## src/rtl/pme_pkg.sv

```systemverilog
package pme_pkg;

    typedef enum logic [2:0] {
        ST_POR       = 3'd0,
        ST_IDLE      = 3'd1,
        ST_PROG_ANY  = 3'd2,
        ST_PROG_ONCE = 3'd3,
        ST_LOCKED    = 3'd4
    } pme_state_e;

    typedef struct packed {
        pme_state_e state;
        logic       used;
    } pme_regs_t;

    localparam pme_regs_t PME_REGS_RESET = '{state: ST_POR, used: 1'b0};

endpackage

```

## src/rtl/pme_sync.sv

```systemverilog
module pme_sync #(
    parameter int WIDTH  = 2,
    parameter int STAGES = 2
) (
    input  logic             clk_i,
    input  logic [WIDTH-1:0] din_i,
    output logic [WIDTH-1:0] dout_o
);
    localparam int LAST = STAGES - 1;

    logic [STAGES-1:0][WIDTH-1:0] stage_d;
    logic [STAGES-1:0][WIDTH-1:0] stage_q;

    always_comb begin
        stage_d[0] = din_i;
    end

    generate
        for (genvar g = 1; g < STAGES; g++) begin : g_chain
            always_comb begin
                stage_d[g] = stage_q[g-1];
            end
        end
    endgenerate

    always_ff @(posedge clk_i) begin
        stage_q <= stage_d;
    end

    assign dout_o = stage_q[LAST];

endmodule

```

## src/rtl/pme_fsm.sv

```systemverilog
module pme_fsm
    import pme_pkg::*;
(
    input  logic clk_i,
    input  logic por_done_i,
    input  logic rst_act_i,
    input  logic fuse_en_i,
    output logic prog_mode_o,
    output logic session_used_o
);
    pme_regs_t r_d;
    pme_regs_t r_q;

    always_comb begin
        r_d = r_q;
        unique case (r_q.state)
            ST_POR: begin
                // first edge after the power-on window closes
                if (rst_act_i) begin
                    r_d.state = fuse_en_i ? ST_PROG_ANY : ST_PROG_ONCE;
                end else begin
                    r_d.state = ST_IDLE;
                end
            end
            ST_IDLE: begin
                if (rst_act_i && fuse_en_i) begin
                    r_d.state = ST_PROG_ANY;
                end
            end
            ST_PROG_ANY: begin
                if (!rst_act_i) begin
                    r_d.state = ST_IDLE;
                end
            end
            ST_PROG_ONCE: begin
                if (!rst_act_i) begin
                    r_d.state = ST_LOCKED;
                    r_d.used  = 1'b1;
                end
            end
            ST_LOCKED: begin
                r_d.state = ST_LOCKED;
            end
            default: begin
                r_d = PME_REGS_RESET;
            end
        endcase
    end

    always_ff @(posedge clk_i or negedge por_done_i) begin
        if (!por_done_i) begin
            r_q <= PME_REGS_RESET;
        end else begin
            r_q <= r_d;
        end
    end

    assign prog_mode_o    = (r_q.state == ST_PROG_ANY) || (r_q.state == ST_PROG_ONCE);
    assign session_used_o = r_q.used;

    // entry only with reset active
    a_r2_entry_needs_reset: assert property (@(posedge clk_i) disable iff (!por_done_i)
        $rose(prog_mode_o) |-> $past(rst_act_i));

    // inactive reset closes a session on the next edge
    a_r3_exit_on_release: assert property (@(posedge clk_i) disable iff (!por_done_i)
        (prog_mode_o && !rst_act_i) |=> !prog_mode_o);

    // with the fuse cleared, entry only from the power-on window
    a_r4_fuse_off_por_only: assert property (@(posedge clk_i) disable iff (!por_done_i)
        ($rose(prog_mode_o) && !$past(fuse_en_i)) |-> ($past(r_q.state) == ST_POR));

    // a consumed session blocks further entry
    a_r6_locked_no_entry: assert property (@(posedge clk_i) disable iff (!por_done_i)
        session_used_o |=> !prog_mode_o);

    // the latch sets only as a session closes
    a_r6_used_on_exit: assert property (@(posedge clk_i) disable iff (!por_done_i)
        $rose(session_used_o) |-> ($past(prog_mode_o) && !prog_mode_o));

    // fuse-enabled sessions never consume the latch
    a_r8_fuse_keeps_latch: assert property (@(posedge clk_i) disable iff (!por_done_i)
        (prog_mode_o && $past(fuse_en_i) && (r_q.state == ST_PROG_ANY)) |=> !$rose(session_used_o));

endmodule

```

## src/rtl/pgm_entry_ctrl.sv

```systemverilog
module pgm_entry_ctrl #(
    parameter int SYNC_STAGES = 2
) (
    input  logic clk_i,
    input  logic rst_pin_i,
    input  logic rst_pol_i,
    input  logic por_done_i,
    input  logic isp_fuse_i,
    output logic prog_mode_o,
    output logic session_used_o
);
    localparam int SYNC_W = 2;

    logic [SYNC_W-1:0] raw_pins;
    logic [SYNC_W-1:0] sync_pins;
    logic              rst_act;

    assign raw_pins = {rst_pol_i, rst_pin_i};

    pme_sync #(
        .WIDTH  (SYNC_W),
        .STAGES (SYNC_STAGES)
    ) sync_i (
        .clk_i  (clk_i),
        .din_i  (raw_pins),
        .dout_o (sync_pins)
    );

    // polarity 1 = active high, 0 = active low
    assign rst_act = sync_pins[1] ? sync_pins[0] : ~sync_pins[0];

    pme_fsm fsm_i (
        .clk_i          (clk_i),
        .por_done_i     (por_done_i),
        .rst_act_i      (rst_act),
        .fuse_en_i      (isp_fuse_i),
        .prog_mode_o    (prog_mode_o),
        .session_used_o (session_used_o)
    );

    // no programming mode during the power-on window
    a_r9_quiet_in_por: assert property (@(posedge clk_i) disable iff (por_done_i)
        !por_done_i |-> !prog_mode_o);

endmodule

```

## config.mk

```make
export PLATFORM = sky130hd
export DESIGN_NAME = pgm_entry_ctrl
export DESIGN_NICKNAME = d
export VERILOG_FILES = /design/src/rtl/pme_pkg.sv /design/src/rtl/pme_sync.sv /design/src/rtl/pme_fsm.sv /design/src/rtl/pgm_entry_ctrl.sv
export SDC_FILE = /design/constraint.sdc
export NUM_CORES = 1
export LEC_CHECK = 0
export BUFFER_PORTS_ARGS = -buffer_cell sky130_fd_sc_hd__buf_2
export CAP_MARGIN = 15
export CORE_AREA = 2 2 39 41
export DETAILED_ROUTE_END_ITERATION = 6
export DIE_AREA = 0 0 41 43
export PLACE_DENSITY = 0.39
export SKIP_LAST_GASP = 1
export SYNTH_ARGS = -nofsm -noshare
export SYNTH_HDL_FRONTEND = slang
export SYNTH_SLANG_ARGS = --single-unit
```

## constraint.sdc

```tcl
create_clock -name clk_i -period 1.4 [get_ports clk_i]
set_input_delay 0.07 -clock clk_i [delete_from_list [all_inputs] [get_ports clk_i]]
set_output_delay 0.07 -clock clk_i [all_outputs]
set_load 0.005 [all_outputs]
```

# Yosys cells after proc, flatten, opt, wreduce, memory -nomap -nowiden
# Index checks and enable logic that the tools add are counted.
# classes
n_eq_ne	7
n_mux	8
bitwise_logic	2
reduce_logical	6
# op_table
op	count
3-bit one-hot mux with 5 select lines	1
3-bit 2-to-1 mux	3
3-bit by 2-bit == test with 1-bit output, second input constant	2
4-bit 2-to-1 mux	1
2-bit inequality test, second input constant	2
4-bit OR reduction	1
3-bit by 1-bit == test with 1-bit output, second input constant	1
3-bit == test, second input constant	1
3-bit zero test	1
3-bit AND reduction	1
1-bit 2-to-1 mux	2
2-bit by 1-bit inequality test with 1-bit output, second input constant	1
1-bit inverter	2
1-bit one-hot mux with 2 select lines	1
2-bit AND reduction	1
1-bit logical AND	1
1-bit logical OR	1
# word_totals
register_bits	8
inputBits	5
out_inout_bits	2
word_cells	27

# Logic depth before layout (Yosys ltp)
# logic_depth
word_depth	5
depth_mapped	3
depth_no_buf	3

# Modules after synthesis
# From an unflattened synthesis, not the netlist that was laid out.
# hier_totals
hier_cells	20
area_unflattened_um2	280.3
# modules_own_cells
module	instances	cells_per_inst	area_per_inst_um2	seq_area_each_um2
pme_fsm	1	15	191.4	100.1
pme_sync	1	4	80.1	80.1
pgm_entry_ctrl	1	1	8.8	0.0

# Worst setup path after synthesis
# Ideal clock, no wire load.
# synth_path
path_type	reg2reg
from	reg sync_i.stage_q (netlist bit sync_i.dout_o[0])
to	reg fsm_i.r_q[1] (netlist bit)
arrival_ns	0.834
t_required_ns	1.301
path_slack_ns	0.466
path_stages_with_launch	4
synth_period_minus_slack_ns	0.934
cell_sequence	dfxtp_1 -> xor2_1 -> a211oi_1 -> a311oi_1
# synth_between
elab_chain_cells	5
elab_cells_between_ends	9
cone_classes	3 x eq/ne; 3 x mux; 1 x bitwise; 2 x reduce/logical
# synth_rtl
item	line	rtl
start: declaration	pme_sync.sv:12	logic [STAGES-1:0][WIDTH-1:0] stage_q;
start signal: assignment	pme_sync.sv:27	stage_q <= stage_d;
1-bit inverter	pgm_entry_ctrl.sv:30	assign rst_act = sync_pins[1] ? sync_pins[0] : ~sync_pins[0];
1-bit 2-to-1 mux *	pgm_entry_ctrl.sv:30	
1-bit logical AND	pme_fsm.sv:26	if (rst_act_i && fuse_en_i) begin
2-bit by 1-bit inequality test with 1-bit output (no line)	-	
3-bit AND reduction (no line)	-	
end signal: assignment	pme_fsm.sv:54	r_q <= r_d;
end: declaration	pme_fsm.sv:12	pme_regs_t r_q;
# Mark *: on every way between the ends. The rest lies on a longest branch, timed or not.
# A chain may end at the register's enable or synchronous reset.

# Final worst setup path
# layout_path
from	reg fsm_i.r_q[2] (netlist bit)
to	out prog_mode_o
# layout_between
elab_chain_cells	2
elab_cells_between_ends	3
cone_classes	2 x eq/ne; 1 x reduce/logical
# layout_rtl
item	line	rtl
3-bit by 2-bit == test with 1-bit output	pme_fsm.sv:58	assign prog_mode_o = (r_q.state == ST_PROG_ANY) || (r_q.state == ST_PROG_ONCE);
1-bit logical OR *	pme_fsm.sv:58	
end: declaration	pgm_entry_ctrl.sv:9	output logic prog_mode_o,
# Marks and branches as above.

==> reports/metrics.csv <==
metric,value,unit
area_growth,40.8,%
status,"finished, final reports clean",
dp_hpwl,331,um
vias,190,
ys_seq_area_frac,0.716,
grt_pass1_wl,786,um
fin_nets,40,
synth_top_cell_by_area,dfrtp_1,
die_area,1760,um2
power,629,uW
slew_viol_final,0,
hp-class,primary input to asynchronous set/reset pin,
ys_types,10,
leakagePower,0.000164,uW
die_h,43,um
synth.area.mux_share,0,
clkSinkCount,8,
dpl-instance-area,302,um2
period_share,0.756,
antenna_found_initial,0,
placedCellCount,43,
clock.fmax,0.945,GHz
grt_use_total,0.0698,
finalSetupViolations,0,
cts_buffers,3,
tns,0,ps
synth_compound_area_frac,0.114,
cts_tree,yes,
r2r-start,sync_i.dout_o[0]$_DFF_P_,
clk_latency,250,ps
vdd_drop_max,0.000448,V
worst_slack,342,ps
io_buffers,6,
max_cap_violations,0,
drive_gt1_frac,0.273,
worstSetupEndpointType,output port,
synth_top_family_by_area,simple AND/OR/NAND/NOR gates,
fin_crit,1060,ps
die_w,41,um
ctsResizeCount,0,
cp-start-kind,register,
finClkSkew,3.61,ps
worst_r2r_path_depth,3,
drc,0,
ys_ff_latch,8,
grt_start_max_net_pins,7,
grt_pass1_vias,211,
crit_required,1330,ps
synth-warning-count,0,
synthAdderAreaFrac,0,
syn_avg_cell_area,12.0,um2
totalWireLength,441,um
postRouteAntennaNets,0,
syn_area,251,um2
synthXorXnorAreaFrac,0.0348,
nFillCells,155,
cp_cell_sequence,nor2b_1 > buf_2,
n_antenna_cell,0,
syn_inst,21,
final-seq-area,180,um2
grt_setup_unrepaired,no,
syn_nets,26,
coreArea,1380,um2
critPathArrivalTime,990,ps
design_area,354,um2
io_pins,7,
firstDrtPassIters,1,
wire_per_inst,9.00,um
gp_congestion,0.477,
drt_iter0_drc,0,
synthTopCellsByArea,"dfrtp_1 40%, dfxtp_1 32%, a211oi_1 6.0%, nand2_1 6.0%, a311oi_1 3.5%",
clk_pin_slew,50,ps
cp_slowest_cell,dfrtp_1,
overflow,0,
r2r_end,fsm_i.r_q[1]$_DFFE_PN0P_,
critPathLaunch,fsm_i.r_q[2]$_DFFE_PN0P_,
cts_max_level,1,
worst-setup-path-type,register to output port,
start_util,0.182,
synth-simple-area-share,0.134,
final_common_cell,buf_2,
r2r_setup_slack,360,ps
mostFrequentLayoutCells,"6 x buf_2, 4 x nand2_1, 4 x dfrtp_1, 4 x dfxtp_1",
viasPerCell,3.88,
worst_path_largest_cell_delay,430,ps
yosys.area.top_type_share,0.398,
cts_root_buffer,clkbuf_4,
multiInputGateArea,71.3,um2
rows,14,
worstMarginPinSlew,305,ps
slew_headroom,0.796,
hold_viol,0,
powerDensity,1780,nW/um2
worstPathMaxFanout,6,
pre_cts_slack,346,ps
clock_path_buffers,2,
fin_cells,49,
-- per-stage QoR --
step | hold WS, ps | utilization
global placement | -124 | 0.218
floorplan | -226 | -
CTS | 150 | 0.256
finish | 155 | 0.256
global route | 168 | 0.256
detailed placement | -117 | 0.218
-- flip-flops by register name, summed over array words and instances, names as in the netlist --
signal	count
sync_i.dout_o	2
fsm_i.r_q	3
fsm_i.session_used_o	1
sync_i.stage_d	2
-- layout make-up --
class,count,share of cell area
well taps,16,0.0565
clock buffers,3,0.0636
multi-input cells,13,0.201
flip-flops and latches,8,0.509
repair buffers,9,0.170
-- synthesized netlist by cell type (all sizes together) --
library cell  number
o21ai              1
nand3              1
xor2               1
nor2               2
dfrtp              4
nor2b              1
a211oi             2
a311oi             1
nand2              4
dfxtp              4
-- worst max-delay path: cells and delay by family, from the launching register on --
family / cells / cell delay (ps)
buffers and inverters: 1 / 130
AND/OR/NAND/NOR: 1 / 180
flip-flops: 1 / 430
-- cell families after synthesis --
kind of cell	after synthesis
compound gates	4
flops	8
simple gates	8
xor+xnor	1
-- per-layer routing --
layer  wire length, um  part of all wire  vias up  track usage
li1                  -                 -       99            -
met3                34             0.077        0       0.0157
met5                 0                 0        -            0
met4                 0                 0        0       0.0800
met2               229              0.52        6        0.109
met1               177              0.40       85       0.0625
-- worst max path at each step --
stage | endpoint | slack [ps] | cells after the start
6_report | prog_mode_o | 340 | 2
5_1_grt | fsm_i.r_q[1]$_DFFE_PN0P_ | 200 | 3
4_1_cts | prog_mode_o | 320 | 2
3_5_place_dp | fsm_i.r_q[1]$_DFFE_PN0P_ | 350 | 3
3_3_place_gp | fsm_i.r_q[1]$_DFFE_PN0P_ | 400 | 3
2_1_floorplan | fsm_i.r_q[1]$_DFFE_PN0P_ | 470 | 3
-- report_power, final --
| part | switching (uW) | internal, uW | total (uW) | leakage (uW) |
|---|---|---|---|---|
| sequential | 57.9 | 285 | 343 | 0.0000825 |
| combinational | 53.9 | 63.7 | 118 | 0.0000674 |
| clock | 70.7 | 97.6 | 168 | 0.0000138 |
| total | 183 | 447 | 629 | 0.000164 |
-- repair_timing --
action | CTS | global route
setup buffers | 0 | 0
hold buffers | 3 | 0
endpoints found under the hold margin | 6 | 0
Note: power is estimated with default switching activity, not from simulation.
